File: config.mk
export PLATFORM = sky130hd
export DESIGN_NAME = init_pulse_gen
export DESIGN_NICKNAME = d
export VERILOG_FILES = /design/src/rtl/initpulse_pkg.sv /design/src/rtl/init_port_regs.sv /design/src/rtl/init_kbd_sense.sv /design/src/rtl/init_pulse_timer.sv /design/src/rtl/init_pulse_gen.sv
export SDC_FILE = /design/constraint.sdc
export NUM_CORES = 1
export LEC_CHECK = 0
export CORE_UTILIZATION = 44
export DETAILED_ROUTE_END_ITERATION = 12
export PLACE_DENSITY_LB_ADDON = 0.15
export REMOVE_ABC_BUFFERS = 1
export SLEW_MARGIN = 0
export SYNTH_ARGS = -nofsm -noshare
export SYNTH_HDL_FRONTEND = slang
export SYNTH_SLANG_ARGS = --single-unit
File: constraint.sdc
create_clock -name clk -period 2.06 [get_ports clk]
set_input_delay 0.206 -clock clk [delete_from_list [all_inputs] [get_ports clk]]
set_output_delay 0.206 -clock clk [all_outputs]
set_load 0.03 [all_outputs]
File: src/rtl/initpulse_pkg.sv
package initpulse_pkg;
  localparam int unsigned ADDR_W = 16;
  localparam int unsigned DATA_W = 8;
  localparam logic [ADDR_W-1:0] FAST_RST_ADDR = 16'h0092;
  localparam logic [ADDR_W-1:0] RST_CTL_ADDR  = 16'h0CF9;

  typedef enum logic [1:0] {
    TMR_IDLE = 2'd0,
    TMR_WAIT = 2'd1,
    TMR_LOW  = 2'd2
  } tmr_state_e;

  // Fast-reset port: bit 0 rising relative to stored value
  function automatic logic fast_rst_fires(input logic [DATA_W-1:0] held,
                                          input logic [DATA_W-1:0] wr);
    return (!held[0]) && wr[0];
  endfunction

  // Reset-control port: stored bit1 clear, bit2 rising
  function automatic logic rst_ctl_fires(input logic [DATA_W-1:0] held,
                                         input logic [DATA_W-1:0] wr);
    return (!held[1]) && (!held[2]) && wr[2];
  endfunction
endpackage

File: src/rtl/init_port_regs.sv
module init_port_regs
  import initpulse_pkg::*;
(
  input  logic              clk,
  input  logic              rst_n,
  input  logic [ADDR_W-1:0] io_addr,
  input  logic [DATA_W-1:0] io_wdata,
  input  logic              io_wr,
  output logic [DATA_W-1:0] io_rdata,
  output logic [DATA_W-1:0] fast_q,
  output logic [DATA_W-1:0] ctl_q,
  output logic              trig_fast,
  output logic              trig_ctl
);
  logic hit_fast, hit_ctl;

  assign hit_fast = io_wr && (io_addr == FAST_RST_ADDR);
  assign hit_ctl  = io_wr && (io_addr == RST_CTL_ADDR);

  assign trig_fast = hit_fast && fast_rst_fires(fast_q, io_wdata);
  assign trig_ctl  = hit_ctl  && rst_ctl_fires(ctl_q, io_wdata);

  always_ff @(posedge clk) begin
    if (!rst_n) begin
      fast_q <= '0;
      ctl_q  <= '0;
    end else begin
      if (hit_fast) fast_q <= io_wdata;
      if (hit_ctl)  ctl_q  <= io_wdata;
    end
  end

  always_comb begin
    if (io_addr == FAST_RST_ADDR)     io_rdata = fast_q;
    else if (io_addr == RST_CTL_ADDR) io_rdata = ctl_q;
    else                              io_rdata = '0;
  end
endmodule

File: src/rtl/init_kbd_sense.sv
module init_kbd_sense #(
  parameter int unsigned SYNC_STAGES = 2
) (
  input  logic clk,
  input  logic rst_n,
  input  logic kbd_rst_n,
  input  logic sleep_deep,
  output logic trig_kbd,
  output logic armed_o
);
  // stages 0..SYNC_STAGES-1 synchronize, the last one holds the previous value
  logic [SYNC_STAGES:0] shreg;
  logic fall_seen, rise_seen, armed_q;

  always_ff @(posedge clk) begin
    if (!rst_n) shreg <= '1;
    else        shreg <= {shreg[SYNC_STAGES-1:0], kbd_rst_n};
  end

  assign fall_seen = shreg[SYNC_STAGES] && !shreg[SYNC_STAGES-1];
  assign rise_seen = !shreg[SYNC_STAGES] && shreg[SYNC_STAGES-1];
  assign trig_kbd  = fall_seen && armed_q && !sleep_deep;

  always_ff @(posedge clk) begin
    if (!rst_n)                         armed_q <= 1'b1;
    else if (trig_kbd)                  armed_q <= 1'b0;
    else if (rise_seen && !sleep_deep)  armed_q <= 1'b1;
  end

  assign armed_o = armed_q;
endmodule

File: src/rtl/init_pulse_timer.sv
module init_pulse_timer
  import initpulse_pkg::*;
#(
  parameter int unsigned PULSE_LEN = 16
) (
  input  logic clk,
  input  logic rst_n,
  input  logic trig_any,
  input  logic stop_clk,
  output logic pulse_on,
  output logic pend_o
);
  localparam int unsigned CNT_W = (PULSE_LEN > 1) ? $clog2(PULSE_LEN) : 1;
  localparam logic [CNT_W-1:0] LAST = CNT_W'(PULSE_LEN - 1);

  tmr_state_e st_q;
  logic [CNT_W-1:0] cnt_q;

  always_ff @(posedge clk) begin
    if (!rst_n) begin
      st_q  <= TMR_IDLE;
      cnt_q <= '0;
    end else begin
      unique case (st_q)
        TMR_IDLE: if (trig_any) begin
          cnt_q <= '0;
          st_q  <= stop_clk ? TMR_WAIT : TMR_LOW;
        end
        TMR_WAIT: if (!stop_clk) begin
          cnt_q <= '0;
          st_q  <= TMR_LOW;
        end
        TMR_LOW: if (!stop_clk) begin
          if (cnt_q == LAST) st_q <= TMR_IDLE;
          else               cnt_q <= cnt_q + 1'b1;
        end
        default: st_q <= TMR_IDLE;
      endcase
    end
  end

  assign pulse_on = (st_q == TMR_LOW);
  assign pend_o   = (st_q == TMR_WAIT);
endmodule

File: src/rtl/init_pulse_gen.sv
module init_pulse_gen
  import initpulse_pkg::*;
#(
  parameter int unsigned PULSE_LEN   = 16,
  parameter int unsigned SYNC_STAGES = 2
) (
  input  logic              clk,
  input  logic              rst_n,
  input  logic [ADDR_W-1:0] io_addr,
  input  logic [DATA_W-1:0] io_wdata,
  input  logic              io_wr,
  output logic [DATA_W-1:0] io_rdata,
  input  logic              shut_cyc,
  input  logic              shut_policy,
  input  logic              kbd_rst_n,
  input  logic              stop_clk,
  input  logic              sleep_deep,
  output logic              init_n,
  output logic              full_rst_req
);
  logic [DATA_W-1:0] fast_q, ctl_q;
  logic trig_fast, trig_ctl, trig_kbd, trig_shut, trig_any;
  logic kbd_armed, pulse_on, pulse_pend;
  logic frr_q;

  init_port_regs u_regs (
    .clk(clk), .rst_n(rst_n), .io_addr(io_addr), .io_wdata(io_wdata),
    .io_wr(io_wr), .io_rdata(io_rdata), .fast_q(fast_q), .ctl_q(ctl_q),
    .trig_fast(trig_fast), .trig_ctl(trig_ctl)
  );

  init_kbd_sense #(.SYNC_STAGES(SYNC_STAGES)) u_kbd (
    .clk(clk), .rst_n(rst_n), .kbd_rst_n(kbd_rst_n), .sleep_deep(sleep_deep),
    .trig_kbd(trig_kbd), .armed_o(kbd_armed)
  );

  assign trig_shut = shut_cyc && !shut_policy;
  assign trig_any  = trig_fast || trig_ctl || trig_kbd || trig_shut;

  init_pulse_timer #(.PULSE_LEN(PULSE_LEN)) u_tmr (
    .clk(clk), .rst_n(rst_n), .trig_any(trig_any), .stop_clk(stop_clk),
    .pulse_on(pulse_on), .pend_o(pulse_pend)
  );

  always_ff @(posedge clk) begin
    if (!rst_n) frr_q <= 1'b0;
    else        frr_q <= shut_cyc && shut_policy;
  end

  assign init_n       = !pulse_on;
  assign full_rst_req = frr_q;
endmodule

==> flow_metrics.env <==
export IMPL_fin_cells=212
export IMPL_cp_top_family="buffers and inverters"
export IMPL_ys_types=35
export IMPL_hold_viol_final=0
export IMPL_ys_ff_latch=27
export IMPL_rows=18
export IMPL_ys_seq_area_share_pct=43.7
export IMPL_cts_tree="built"
export IMPL_drtIter0Drc=18
export IMPL_die_y_um=55.0
export IMPL_ant_nets=0
export IMPL_cts_resized=0
export IMPL_fill_cells=217
export IMPL_max_freq_ghz=0.511
export IMPL_wl_per_cell_um=13.6
export IMPL_h_tree_depth=1
export IMPL_tightest_slew_ps=484
export IMPL_core_area_sq_mm=0.00257
export IMPL_drt_first_pass_iters=4
export IMPL_synth_avg_cell_area_sq_um=9.29
export IMPL_rsz0062_at_grt="no"
export IMPL_syn_to_final_growth_pct=40.9
export IMPL_antenna_found_initial=0
export IMPL_power_density_mw_per_mm2=524
export IMPL_status="completed"
export IMPL_hold_worst_slack_ps=428
export IMPL_postCtsHoldBufs=0
export IMPL_crit_arrival_ps=1750
export IMPL_n_antenna_cell=0
export IMPL_die_w_um=55.0
export IMPL_drcViolationCount=0
export IMPL_slew_violations=0
export IMPL_final_common_cell="clkdlybuf4s50_1"
export IMPL_ir_drop_mv=0.406
export IMPL_place_inst=208
export IMPL_gp_congestion=0.834
export IMPL_grt_max_degree=16
export IMPL_clk_pin_slew_ps=130
export IMPL_drive_gt1_share_pct=13.2
export IMPL_finalClockSkew_ps=1.30
export IMPL_grt_pass1_vias=1114
export IMPL_clk_latency_ps=320
export IMPL_wirelength_um=2880
export IMPL_netlist_instances=133
export IMPL_grt_pass1_wl_um=4660
export IMPL_slowest_delay_ps=600
export IMPL_relSlewSlack_pct=67.3
export IMPL_grt_overflow=0
export IMPL_cp_required_ps=1850
export IMPL_cts_sinks=27
export IMPL_fin_crit_sh_pct=95.0
export IMPL_critPathMaxFanout=5
export IMPL_hp_class="in -> reg"
export IMPL_vias_per_cell=5.47
export IMPL_p_leak_nw=0.718
export IMPL_cts_buffers=3
export IMPL_postCtsSetupBuffers=0
export IMPL_numPortBuffers=41
export IMPL_mostFrequentLayoutCells="clkdlybuf4s50_1, dfxtp_1, nor2_1, mux2i_1, buf_4"
export IMPL_start_util_pct=48.1
export IMPL_start_kind="register"
export IMPL_crit_slowest_cell="clkdlybuf4s50_1"
export IMPL_crit_buf_inv=2
export IMPL_nNetsFinal=216
export IMPL_vias=1160
export IMPL_track_usage_pct=22.2
export IMPL_setup_viol=0
export IMPL_syn_area_sq_mm=0.00124
export IMPL_die_area_sq_mm=0.00303
export IMPL_worstPathCellList="nor2b_1, inv_1, clkdlybuf4s50_1"
export IMPL_yosys_warnings=0
export IMPL_finalCriticalPeriod_ps=1960
export IMPL_drv_cap=0
export IMPL_hpwl_um=2230
export IMPL_critical_path_class="reg -> out"
export IMPL_io_pins=42
export IMPL_root_buffer="clkbuf_4"
export IMPL_clockBufferDepth=2
export IMPL_cp_end_kind="output port"
sequential cells by signal (all words and copies together) (netlist names):
| register | cells |
|---|---|
| full_rst_req | 1 |
| u_kbd.shreg | 3 |
| u_tmr.cnt_q | 4 |
| u_regs.fast_q | 8 |
| u_tmr.st_q | 2 |
| u_kbd.armed_o | 1 |
| u_regs.ctl_q | 8 |
worst paths after layout:
path	endpoint	from	cells past startpoint	slack (ps)
setup reg to reg	u_tmr.cnt_q[3]	u_tmr.st_q[1]	5	430
hold / removal	u_kbd.shreg[0]	kbd_rst_n	2	430
setup / recovery	init_n	u_tmr.st_q[1]	3	100
hold reg to reg	u_kbd.shreg[1]	u_kbd.shreg[0]	1	430
Yosys cell counts:
library cell   n  share of area, %
clkinv_1       1              0.30
nor2_2         1              0.51
nor3b_1        2               1.2
or4_1          1              0.61
nand2b_1       6               3.0
nand2_1       10               3.0
nand4_2        1               1.0
nor3_1         1              0.40
dfxtp_1       27                44
buf_6          1              0.91
nand3_1        4               1.6
nor4_1         1              0.51
and3b_1        1              0.71
o21bai_1       1              0.61
a21oi_1        3               1.2
nand4_1        1              0.51
o2111ai_1      1              0.71
o21ai_1        1              0.40
and4b_1        1              0.81
o311ai_0       1              0.71
nor2b_1        3               1.5
clkbuf_1       3              0.91
nor2_1        22               6.7
a22o_1         8               5.7
a211o_1        1              0.71
a41oi_1        1              0.71
and3_1         1              0.51
a31o_2         1              0.71
nor4_4         1               1.7
o2bb2a_1       1              0.81
ha_1           1               1.0
mux2i_1       16                13
a211oi_1       2               1.2
o21ai_0        5               2.0
inv_1          1              0.30
area by class of cell:
cell class	instances	area, sq um	area share, %
clock inverter	1	5.00	0.287
clock buffer	3	22.5	1.29
timing repair buffer	49	463	26.6
inverter	2	7.51	0.431
tap	30	37.5	2.16
sequential	27	541	31.0
multi-input combinational	100	666	38.2
per-stage QoR:
| stage | area [sq um] | util, % | setup TNS, ps | power, W | setup slack (ps) |
|---|---|---|---|---|---|
| finish | 1740 | 67.8 | 0 | 0.000913 | 104 |
| floorplan | 1210 | - | 0 | 0.000609 | 419 |
| global placement | 1710 | 66.8 | 0 | 0.000697 | 32.6 |
| detailed placement | 1710 | 66.8 | -93.7 | 0.000703 | -28.4 |
| CTS | 1740 | 67.8 | 0 | 0.000928 | 84.5 |
| global route | 1740 | 67.8 | 0 | 0.000968 | 1.39 |
worst reg2reg max path: cells and delay by family (launching register included):
kind                   cells  cell delay (ps)
AND/OR/NAND/NOR            2              670
AO/OA/AOI/OAI              2              400
flip-flops                 1              390
buffers and inverters      1              100
logic make-up (layout without fill, tap and decap cells):
kind of cell | after synthesis | count (layout) | share of synthesized area (%)
buffers and inverters | 6 | 55 | 2.43
AOI/OAI and AO/OA | 26 | 26 | 15.5
and+or+nand+nor | 57 | 57 | 24.4
muxes | 16 | 16 | 13.0
DFF | 27 | 27 | 43.7
adders and majority gates | 1 | 1 | 1.01
power breakdown:
part           leakage [nW]  total (W)  internal (W)  switching, W
logic                 0.482   0.000152     0.0000862     0.0000660
clock network        0.0177   0.000220     0.0000728      0.000147
registers             0.219   0.000541      0.000533    0.00000801
total                 0.718   0.000913      0.000692      0.000221
metal layers:
metal / routed length (um) / share of wire [%] / vias to the layer above / global-route usage (%)
met1: 1220 / 42 / 529 / 25.1
met2: 1370 / 47 / 43 / 40.0
met3: 238 / 8.3 / 5 / 3.55
li1: - / - / 583 / -
met5: 0 / 0 / - / 0
met4: 57 / 2.0 / 0 / 11.3
Power figures use the tool's default switching activity.
